### src/rtl/fwb_pkg.sv
package fwb_pkg;

    typedef enum logic [2:0] {
        ST_IDLE      = 3'd0,
        ST_DECODE    = 3'd1,
        ST_RD_SETUP  = 3'd2,
        ST_RD_ACTIVE = 3'd3,
        ST_WR_ACTIVE = 3'd4,
        ST_MISS      = 3'd5
    } fwb_state_t;

    typedef struct packed {
        logic ce_n;
        logic oe_n;
        logic we_n;
    } fwb_strobes_t;

endpackage

### src/rtl/fwb_sync.sv
module fwb_sync #(
    parameter int WIDTH  = 3,
    parameter int STAGES = 2
) (
    input  logic             clk,
    input  logic             rst_n,
    input  logic [WIDTH-1:0] din_n,
    output logic [WIDTH-1:0] dout_n
);

    logic [WIDTH-1:0] chain [STAGES];

    generate
        for (genvar g = 0; g < STAGES; g++) begin : g_stage
            always_ff @(posedge clk or negedge rst_n) begin
                if (!rst_n) begin
                    chain[g] <= '1;
                end else if (g == 0) begin
                    chain[g] <= din_n;
                end else begin
                    chain[g] <= chain[(g == 0) ? 0 : g - 1];
                end
            end
        end
    endgenerate

    assign dout_n = chain[STAGES-1];

endmodule

### src/rtl/fwb_window.sv
module fwb_window #(
    parameter int          HOST_AW  = 24,
    parameter int          FLASH_AW = 21,
    parameter logic [23:0] WIN_BASE = 24'h200000,
    parameter logic [23:0] WIN_MASK = 24'hE00000,
    parameter logic [20:0] ADDR_MASK = 21'h1FFFFF
) (
    input  logic                clk,
    input  logic                rst_n,
    input  logic                capture,
    input  logic [HOST_AW-1:0]  host_addr,
    output logic                hit,
    output logic [FLASH_AW-1:0] flash_addr
);

    logic [HOST_AW-1:0] addr_q;

    always_ff @(posedge clk or negedge rst_n) begin
        if (!rst_n) begin
            addr_q <= '0;
        end else if (capture) begin
            addr_q <= host_addr;
        end
    end

    assign hit        = ((addr_q & WIN_MASK[HOST_AW-1:0]) == WIN_BASE[HOST_AW-1:0]);
    assign flash_addr = addr_q[FLASH_AW-1:0] & ADDR_MASK[FLASH_AW-1:0];

endmodule

### src/rtl/fwb_fsm.sv
module fwb_fsm
    import fwb_pkg::*;
(
    input  logic         clk,
    input  logic         rst_n,
    input  logic         ce_act,
    input  logic         oe_act,
    input  logic         we_act,
    input  logic         hit,
    output logic         capture,
    output fwb_strobes_t brg,
    output logic         rd_drive,
    output logic         wr_drive
);

    fwb_state_t state_q, state_d;

    always_ff @(posedge clk or negedge rst_n) begin
        if (!rst_n) begin
            state_q <= ST_IDLE;
        end else begin
            state_q <= state_d;
        end
    end

    always_comb begin
        state_d = state_q;
        unique case (state_q)
            ST_IDLE: begin
                if (ce_act) state_d = ST_DECODE;
            end
            ST_DECODE: begin
                if (!ce_act)      state_d = ST_IDLE;
                else if (!hit)    state_d = ST_MISS;
                else if (we_act)  state_d = ST_WR_ACTIVE;
                else if (oe_act)  state_d = ST_RD_SETUP;
            end
            ST_RD_SETUP: begin
                if (!ce_act)      state_d = ST_IDLE;
                else if (we_act)  state_d = ST_WR_ACTIVE;
                else if (oe_act)  state_d = ST_RD_ACTIVE;
            end
            ST_RD_ACTIVE: begin
                if (!ce_act)      state_d = ST_IDLE;
                else if (we_act)  state_d = ST_WR_ACTIVE;
                else if (!oe_act) state_d = ST_RD_SETUP;
            end
            ST_WR_ACTIVE: begin
                if (!ce_act)      state_d = ST_IDLE;
                else if (!we_act) state_d = ST_DECODE;
            end
            ST_MISS: begin
                if (!ce_act)      state_d = ST_IDLE;
            end
            default: state_d = ST_IDLE;
        endcase
    end

    always_comb begin
        capture  = (state_q == ST_IDLE) && ce_act;
        brg.ce_n = !((state_q == ST_RD_SETUP) || (state_q == ST_RD_ACTIVE));
        brg.oe_n = !(state_q == ST_RD_ACTIVE);
        brg.we_n = !(state_q == ST_WR_ACTIVE);
        rd_drive = (state_q == ST_RD_ACTIVE);
        wr_drive = (state_q == ST_WR_ACTIVE);
    end

endmodule

### src/rtl/flash_window_bridge.sv
module flash_window_bridge
    import fwb_pkg::*;
#(
    parameter int          HOST_AW     = 24,
    parameter int          FLASH_AW    = 21,
    parameter int          DW          = 8,
    parameter int          SYNC_STAGES = 2,
    parameter logic [23:0] WIN_BASE    = 24'h200000,
    parameter logic [23:0] WIN_MASK    = 24'hE00000,
    parameter logic [20:0] ADDR_MASK   = 21'h1FFFFF
) (
    input  logic                clk,
    input  logic                rst_n,
    input  logic                prog_en,
    input  logic [HOST_AW-1:0]  host_addr,
    input  logic                host_ce_n,
    input  logic                host_oe_n,
    input  logic                host_we_n,
    input  logic [DW-1:0]       host_data_in,
    output logic [DW-1:0]       host_data_out,
    output logic                host_data_oe,
    output logic [FLASH_AW-1:0] flash_addr,
    output logic                flash_ce_n,
    output logic                flash_oe_n,
    output logic                flash_we_n,
    input  logic [DW-1:0]       flash_data_in,
    output logic [DW-1:0]       flash_data_out,
    output logic                flash_data_oe
);

    localparam int NSTROBE = 3;

    logic [NSTROBE-1:0] raw_n, syn_n;
    logic               capture, hit, rd_drive, wr_drive;
    fwb_strobes_t       brg;

    assign raw_n = {host_ce_n, host_oe_n, host_we_n};

    fwb_sync #(.WIDTH(NSTROBE), .STAGES(SYNC_STAGES)) u_sync (
        .clk    (clk),
        .rst_n  (rst_n),
        .din_n  (raw_n),
        .dout_n (syn_n)
    );

    fwb_window #(
        .HOST_AW   (HOST_AW),
        .FLASH_AW  (FLASH_AW),
        .WIN_BASE  (WIN_BASE),
        .WIN_MASK  (WIN_MASK),
        .ADDR_MASK (ADDR_MASK)
    ) u_window (
        .clk        (clk),
        .rst_n      (rst_n),
        .capture    (capture),
        .host_addr  (host_addr),
        .hit        (hit),
        .flash_addr (flash_addr)
    );

    fwb_fsm u_fsm (
        .clk      (clk),
        .rst_n    (rst_n),
        .ce_act   (!syn_n[2]),
        .oe_act   (!syn_n[1]),
        .we_act   (!syn_n[0]),
        .hit      (hit),
        .capture  (capture),
        .brg      (brg),
        .rd_drive (rd_drive),
        .wr_drive (wr_drive)
    );

    always_comb begin
        flash_ce_n     = prog_en ? (brg.ce_n & brg.we_n) : brg.ce_n;
        flash_we_n     = brg.we_n;
        flash_oe_n     = brg.oe_n | !brg.we_n;
        host_data_out  = flash_data_in;
        host_data_oe   = rd_drive;
        flash_data_out = host_data_in;
        flash_data_oe  = wr_drive;
    end

endmodule

### config.mk
export PLATFORM = sky130hd
export DESIGN_NAME = flash_window_bridge
export DESIGN_NICKNAME = d
export VERILOG_FILES = /design/src/rtl/fwb_pkg.sv /design/src/rtl/fwb_sync.sv /design/src/rtl/fwb_window.sv /design/src/rtl/fwb_fsm.sv /design/src/rtl/flash_window_bridge.sv
export SDC_FILE = /design/constraint.sdc
export NUM_CORES = 1
export LEC_CHECK = 0
export BUFFER_PORTS_ARGS = -buffer_cell sky130_fd_sc_hd__clkbuf_2
export CAP_MARGIN = 20
export CELL_PAD_IN_SITES_DETAIL_PLACEMENT = 1
export CELL_PAD_IN_SITES_GLOBAL_PLACEMENT = 1
export CORE_UTILIZATION = 30
export CTS_CLUSTER_SIZE = 20
export DETAILED_ROUTE_END_ITERATION = 7
export GPL_TIMING_DRIVEN = 1
export PLACE_DENSITY = 0.83
export SKIP_CTS_REPAIR_TIMING = 1
export SYNTH_ARGS = -nofsm -noshare
export SYNTH_HDL_FRONTEND = slang
export SYNTH_SLANG_ARGS = --single-unit
### constraint.sdc
create_clock -name clk -period 2.9 [get_ports clk]
set_input_delay 0.58 -clock clk [delete_from_list [all_inputs] [get_ports clk]]
set_output_delay 0.58 -clock clk [all_outputs]
set_load 0.005 [all_outputs]
### Yosys cells after proc, flatten, opt, wreduce, memory -nomap -nowiden

Index checks and enable logic that the tools add are counted.

| operators by class | value |
|---|---|
| reductions and logical operators | 8 |
| multiplexer cells | 16 |
| bitwise gates (word level) | 2 |
| equality and inequality tests | 12 |

Operators by type and width:

| operator | number |
|---|---|
| 3-bit two-way mux | 14 |
| 3-bit one-hot mux with 6 select lines | 1 |
| 3-bit by 1-bit == test with 1-bit output (second input constant) | 2 |
| 3-bit by 2-bit == test with 1-bit output (second input constant) | 2 |
| 3-bit == test (second input constant) | 2 |
| 6-bit AND reduction | 1 |
| 5-bit != test (second input constant) | 1 |
| 1-bit zero test | 4 |
| 2-bit != test (second input constant) | 2 |
| 4-bit by 2-bit != test with 1-bit output (second input constant) | 1 |
| 4-bit != test (second input constant) | 1 |
| 3-bit zero test | 1 |
| 3-bit by 1-bit != test with 1-bit output (second input constant) | 1 |
| 1-bit AND | 1 |
| 1-bit logical AND | 1 |
| 1-bit logical OR | 1 |
| 1-bit two-way mux | 1 |
| 1-bit bitwise OR | 1 |

| word-level totals | value |
|---|---|
| input bits | 46 |
| logic and storage cells | 42 |
| output and inout bits | 42 |
| bits in registers | 33 |

### Depth between registers and ports, before layout

Gate-level depths: netlist of run 1.

| depth | value |
|---|---|
| depth in word-level cells | 5 |
| gate-level depth with buffers | 5 |
| gate-level depth less buffers | 4 |

### By module

Synthesis of run 1 repeated with hierarchy kept, for this count alone.

| unflattened totals | value |
|---|---|
| cell total of the unflattened synthesis | 132 |
| area total of the unflattened synthesis | 1,700.4 um^2 |

By module, submodules not included:

| module | sequential area each (um^2) | instances | cells an instance | area an instance (um^2) |
|---|---|---|---|---|
| fwb_window | 600.6 | 1 | 73 | 1,162.4 |
| fwb_fsm | 75.1 | 1 | 28 | 209.0 |
| fwb_sync | 157.7 | 1 | 9 | 180.2 |
| flash_window_bridge | 0.0 | 1 | 22 | 148.9 |

### Worst setup path after synthesis of run 1

Ideal clock, no wire load.

| timing path | value |
|---|---|
| kind | register to register |
| start point | reg u_fsm.state_q[1] |
| end point | reg u_window.addr_q[10] |
| clock period less this slack | 1.632 ns |
| required time | 2.775 ns |
| cell stages (with the launch flop) | 6 |
| slack | 1.268 ns |
| arrival time | 1.507 ns |
| buffers on the path | 2 |
| library setup time | 0.125 ns |
| path through | dfrtp_1 > or2_1 > buf_2 > nor3_4 > buf_6 > mux2_2 |

| between the ends | value |
|---|---|
| cells in the longest elaborated chain, start to end | 2 |

Ends and longest elaborated chain:

| element | line | RTL |
|---|---|---|
| start, declared | fwb_fsm.sv:16 | `fwb_state_t state_q, state_d;` |
| start signal, assigned | fwb_fsm.sv:22 | `state_q <= state_d;` |
| 3-bit zero test | fwb_fsm.sv:60 | `capture = (state_q == ST_IDLE) && ce_act;` |
| 1-bit logical AND | fwb_fsm.sv:60 |  |
| end signal, assigned | fwb_window.sv:22 | `addr_q <= host_addr;` |
| end, declared | fwb_window.sv:16 | `logic [HOST_AW-1:0] addr_q;` |

Every way passes these cells.
A chain may end at the register's enable or synchronous reset.

### Final worst setup path of run 1

| timing path | value |
|---|---|
| start point | reg u_fsm.state_q[1] |
| end point | reg u_window.addr_q[17] |

Same word-level chain as after synthesis.

==> metrics, run 1 <==
outcome=finished, final reports clean; WHS Path Cells=0; Starting Density=31.33%; final slew viol count=0; power after layout=1.635 mW; HP Class=reg -> reg; period utilization=66.60%; slew margin rel.=46.24%; H-tree depth=2; Via density=4.347; Final TNS setup=0 ns; Hold Crit Endpoint=u_sync.dout_n[0]; Clock Skews=0.003815 ns; clk sinks=33; reg2reg start=u_fsm.state_q[1]; RSZ-0062 raised after global routing=false; synth top area cells=dfrtp_1, buf_4, mux2_2; syn avg cell area=12.39 µm²; fin crit period=1.931 ns; number of diodes=0; initial antenna violation count=0; DRC=0; required time worst endpoint=3.06 ns; final wirelength=2644 µm; core box area=5140 µm²; Max-cap violations=0; critical path class=reg -> reg; Synth Instances=130; R2R depth=4; GPL Wtd Cong=0.6346; CTS root buf=clkbuf_8; synthesis-stage register bit count=33; FP Rows=26; Startpoint Class=flip-flop; share of flip-flops with an asynchronous set or reset=100.0%; nature of the critical path endpoint=flip-flop; cell taking the most area after synthesis=dfrtp_1; arrival time worst endpoint=2.09 ns; IO buf count=55; Die Area=5665 µm²; endpoints failing hold=0; placed insts=214; pwr dens=934.3 nW/µm²; clk_lat worst skew=0.27 ns; Worst Path Max Fanout=16; CTS buffer count=5; grt met3 use=3.481%; Tightest Pin Transition=0.8064 ns; Seq/Total Area, Yosys=51.75%; Fin Hold WS=0.3569 ns; reg-to-reg setup timing slack=0.97 ns; DPL Wire Length=2007 µm; drt first pass iters=2; CTS tree=built; GR Layer Usage met1=12.44%; clock transition at the registers of the reported paths=0.07 ns; Mapped Nets=176; number of flops mapped to enable cells by yosys=0; Place WS=0.9418 ns; Max Root-Sink Buffers=2; GRT Util Overall=10.50%; gr busiest metal=met2; ANT nets after route=0; top_reg_cell synth=dfrtp_1; final number of setup-violating endpoints=0; Yosys cell types=27; Ports=88; fin area=1750 µm²; largest net degree at the start of global routing=34; most instantiated cells after synthesis=buf_4, dfrtp_1, mux2_2, dfstp_2; fmax=0.5178 GHz; Synth top area share=41.96%; Netlist Area Pre-Place=1610 µm²; height of the chip=75.27 µm; worst hold path startpoint=u_sync.chain[3]; layout cells sized above 1=61.84%; via count=965; DRT iter0 DRCs=28; Final Worst Setup Slack=0.9687 ns; GRT Residual Overflow=0; P_leak=0.8235 nW; synth warn=0; Peak VDD IR=420.0 µV; leading cell type by number of instances after synthesis=buf_4; fin cells=222; vias in the first global route=964; first-pass GRT wire length=4367 µm; post-layout util=34.06%; Placed Area=1668 µm²; routed len/inst=11.91 µm; Reg2Reg Capture Point=u_window.addr_q[17]; die span in x=75.27 µm; P&R area growth vs syn=8.703%; Nets=197; GRT met2 Usage=17.42%
## layout make-up
| type | instances | area, µm² |
|---|---|---|
| repair buffers | 56 | 282.8 |
| inverters | 4 | 15.01 |
| fillers | 623 | 3390 |
| clock inverters | 2 | 10.01 |
| multi-input cells | 51 | 449.2 |
| clock buffers | 6 | 72.57 |
| flip-flops and latches | 33 | 833.3 |
| well taps | 70 | 87.58 |
## where the power goes
part	internal (mW)	switching (mW)	total [mW]
Clock	0.166	0.155	0.321
Sequential	0.654	0.117	0.771
Combinational	0.330	0.213	0.543
Total	1.15	0.486	1.64
## cell usage in the layout, fill, tap and decap left out
master	n
dfrtp_1	27
dfstp_2	6
nand2b_1	1
a211oi_1	1
or3b_1	1
or2_1	1
clkinv_2	2
a211o_1	1
nor2_1	2
a221oi_1	1
nor3_4	1
clkbuf_2	55
inv_1	4
nor2b_1	2
nor3_1	2
a21oi_1	4
and2_1	3
o21bai_1	1
o41a_1	1
mux2_2	24
clkbuf_8	5
a31oi_1	1
o21ai_0	2
nand2_1	1
nand4b_1	1
clkbuf_1	1
buf_4	1
## cells by family after synthesis
kind of cell           Yosys count  share of synthesized area [%]
buffers and inverters           46                          20.36
DFF                             33                          51.75
muxes                           24                          16.78
and+or+nand+nor                 15                          6.139
AOI/OAI and AO/OA               12                          4.974
## flip-flops by register name, summed over array words and instances, names as in the netlist
name             count
u_sync.chain         3
u_sync.dout_n        3
u_fsm.state_q        3
u_window.addr_q     24
## worst max path at each step
stage               slack, ns        startpoint  cells after the start                   to
global route             0.85  u_fsm.state_q[1]                      4  u_window.addr_q[10]
detailed placement       0.94  u_fsm.state_q[1]                      4  u_window.addr_q[10]
floorplan                1.27  u_fsm.state_q[1]                      5  u_window.addr_q[10]
global placement         0.97  u_fsm.state_q[1]                      4   u_window.addr_q[8]
finish                   0.97  u_fsm.state_q[1]                      4  u_window.addr_q[17]
CTS                      0.94  u_fsm.state_q[1]                      4  u_window.addr_q[17]
## worst max-delay path, cell delays in order (launching register included)
cell     delay [ns]
dfrtp_1        0.43
or2_1          0.32
nor3_4         0.37
buf_4          0.32
mux2_2         0.37
## routing by layer
metal  vias up  part of all wire, %
met4         0                 0.98
met5         -                    0
met3         5                  6.6
met2        36                   52
met1       484                   41
li1        440                    -
No activity file was read; power rests on OpenSTA's default activity.
==> run 2, diff against run 1 <==
--- a/config.mk
+++ b/config.mk
@@ -5,6 +5,7 @@
 export SDC_FILE = /design/constraint.sdc
 export NUM_CORES = 1
 export LEC_CHECK = 0
+export ABC_AREA = 1
 export BUFFER_PORTS_ARGS = -buffer_cell sky130_fd_sc_hd__clkbuf_2
 export CAP_MARGIN = 20
 export CELL_PAD_IN_SITES_DETAIL_PLACEMENT = 1
@@ -13,7 +14,7 @@
 export CTS_CLUSTER_SIZE = 20
 export DETAILED_ROUTE_END_ITERATION = 7
 export GPL_TIMING_DRIVEN = 1
-export PLACE_DENSITY = 0.83
+export PLACE_DENSITY = 0.82
 export SKIP_CTS_REPAIR_TIMING = 1
 export SYNTH_ARGS = -nofsm -noshare
 export SYNTH_HDL_FRONTEND = slang
==> constraint.sdc (replaced) <==
create_clock -name clk -period 1.85 [get_ports clk]
set_input_delay 0.37 -clock clk [delete_from_list [all_inputs] [get_ports clk]]
set_output_delay 0.37 -clock clk [all_outputs]
set_load 0.005 [all_outputs]
==> metrics, run 2 <==
Seq pwr share=41.3% (-5.9 points); Simple-Gate Fraction of Synth Area=12.89% (+6.8 points); arrival time worst endpoint=1.36 ns (-0.73 ns); Synth Instances=159 (+22%); fin cells=257 (+16%); GRT Residual Overflow=0 (unchanged); Max Root-Sink Buffers=2 (unchanged); DPL Wire Length=2449 µm (+22%); required time worst endpoint=1.48 ns (-1.58 ns); clk sinks=33 (unchanged); Die Area=6132 µm² (+8.2%); Placed Area=1834 µm² (+10%); largest family of logic cells by synthesized area=buffers and inverters; Nets=230 (+17%); final number of setup-violating endpoints=0 (unchanged); Final TNS setup=0 ns (unchanged); GPL Wtd Cong=0.8719 (+37%); critical path class=reg -> out; fill count=644 (+3.4%); internal power=2.066 mW (+80%); number of diodes=0 (unchanged); fmax=0.5794 GHz; power after layout=3.022 mW (+85%); clock share of power=18.3% (-1.3 points); compound-gate portion of the synthesized area=0.8596% (-4.1 points); Peak VDD IR=597.6 µV (+42%); ANT nets after route=0 (unchanged); fin crit period=1.726 ns; top_reg_cell synth=dfrtp_1; synth warn=0 (unchanged); core box area=5574 µm² (+8.4%); post-layout util=34.75% (+0.69 points); fin area=1937 µm² (+11%); cell taking the most area after synthesis=dfrtp_1; layout cells sized above 1=53.51% (-8.3 points); combinational share of power=40.4% (+7.2 points); Synth Area in Adders=0% (unchanged); GRT Util Overall=11.37% (+0.86 points); CTS tree=built; Seq/Total Area, Yosys=47.71% (-4.0 points); Via density=4.222 (-2.9%); most common cell after layout, fill and taps aside=clkbuf_2; synthesis-stage register bit count=33 (unchanged); Synth top area share=38.68% (-3.3 points); DRT iter0 DRCs=57 (+100%); height of the chip=78.31 µm (+4.0%); initial antenna violation count=0 (unchanged); endpoints failing hold=0 (unchanged); leading cell type by number of instances after synthesis=buf_4; Netlist Area Pre-Place=1747 µm² (+8.5%); mux share of post-synthesis cell area=18.70% (+1.9 points); P&R area growth vs syn=10.89%; Tightest Pin Transition=0.4034 ns (-0.4030 ns); xor/xnor share of the synthesized area=0% (unchanged); Ports=88 (unchanged); Largest register FFs=24 (unchanged); H-tree depth=2 (unchanged); Startpoint Class=flip-flop; outcome=finished, final reports clean; final wirelength=3240 µm (+23%); clk_lat worst skew=0.28 ns (about the same); commonest cells after routing, fill and taps aside=clkbuf_2, dfrtp_1, nand2_1, mux2_4, nor2_1; share of flip-flops with an asynchronous set or reset=100.0% (unchanged); first-pass GRT wire length=5250 µm (+20%); Reg with most FFs=u_window.addr_q; die span in x=78.31 µm (+4.0%); Starting Density=31.34% (about the same); most instantiated cells after synthesis=buf_4, dfrtp_1, nand2_1, mux2_4, nor2_1; placed insts=248 (+16%); drt first pass iters=4 (+2); DRC=0 (unchanged); FP Rows=27 (+3.8%); Worst Path Max Fanout=6 (-10); nature of the critical path endpoint=primary output; CTS buffer count=5 (unchanged); Yosys cell types=18 (-33%); Mapped Nets=205 (+16%); Max-cap violations=0 (unchanged); clock transition at the registers of the reported paths=0.07 ns (about the same); routed len/inst=12.61 µm (+5.9%); RSZ-0062 raised after global routing=false; vias in the first global route=1122 (+16%); HP Class=in -> async; syn avg cell area=10.99 µm² (-11%); final slew viol count=0 (unchanged); pwr dens=1560 nW/µm² (+67%); slew margin rel.=73.11% (+27 points); largest net degree at the start of global routing=34 (unchanged); IO buf count=55 (unchanged); synth top area cells=dfrtp_1, buf_4, mux2_4; Clock Skews=0.004645 ns (+0.0008295 ns); Net Sw Frac=31.64% (+1.9 points); period utilization=93.29%; P_leak=1.011 nW (+23%); number of flops mapped to enable cells by yosys=0 (unchanged); CTS root buf=clkbuf_8; via count=1085 (+12%); switching power=0.9563 mW (+97%)
## run 2: path summary, 6_finish.rpt
kind | start | to | slack [ns] | depth (start not counted)
setup / recovery | u_fsm.state_q[0] | flash_ce_n | 0.12 | 7
hold / removal | rst_n | u_window.addr_q[3] | 0.10 | 2
setup reg to reg | u_sync.dout_n[2] | u_window.addr_q[2] | 0.35 | 4
hold reg to reg | u_sync.chain[3] | u_sync.dout_n[0] | 0.35 | 0
max in group asynchronous | rst_n | u_sync.dout_n[1] | 1.42 | 2
min in group clk | host_oe_n | u_sync.chain[4] | 0.17 | 1
## run 2: cell families after synthesis
logic type,after synthesis
muxes,23
buffers and inverters,51
AOI/OAI and AO/OA,3
and+or+nand+nor,49
DFF,33
## run 2: power groups by stage
stage / Combinational (mW) / Clock (mW) / Sequential [mW]
4_1_cts: 1.23 / 0.575 / 1.25
6_report: 1.22 / 0.553 / 1.25
3_5_place_dp: 1.23 / 0 / 1.25
3_3_place_gp: 1.19 / 0 / 1.24
2_1_floorplan: 1.20 / 0 / 1.17
5_1_grt: 1.34 / 0.611 / 1.30
## run 2: metal layers
metal | global-route usage [%] | part of all wire, % | up-vias
met5 | 0 | 0 | -
met4 | 5.185 | 0.99 | 0
met3 | 3.953 | 7.8 | 6
met2 | 17.89 | 47 | 47
met1 | 13.93 | 44 | 513
li1 | - | - | 519
## run 2: critical path, stage by stage (launching register included)
cell	delay, ns
dfrtp_1	0.46
nor2_4	0.14
inv_1	0.06
nor2_2	0.12
nand2_1	0.07
o21ai_0	0.07
inv_1	0.06
clkbuf_2	0.10
## run 2: per-stage QoR
step | hold slack, ns | setup WS (ns)
6_report | 0.1043 | 0.1242
3_3_place_gp | 0.3480 | 0.3600
2_1_floorplan | 0.07441 | 0.4665
4_1_cts | 0.1142 | -0.05870
3_5_place_dp | 0.3481 | 0.2531
5_1_grt | 0.1288 | 0.003064
## run 2: layout make-up
type / count / area (µm²) / area share (%)
Multi-Input combinational cell: 75 / 569.3 / 29.39
Tap cell: 72 / 90.09 / 4.651
Sequential cell: 33 / 835.8 / 43.15
Timing Repair Buffer: 58 / 310.3 / 16.02
Clock buffer: 8 / 90.09 / 4.651
Inverter: 11 / 41.29 / 2.132
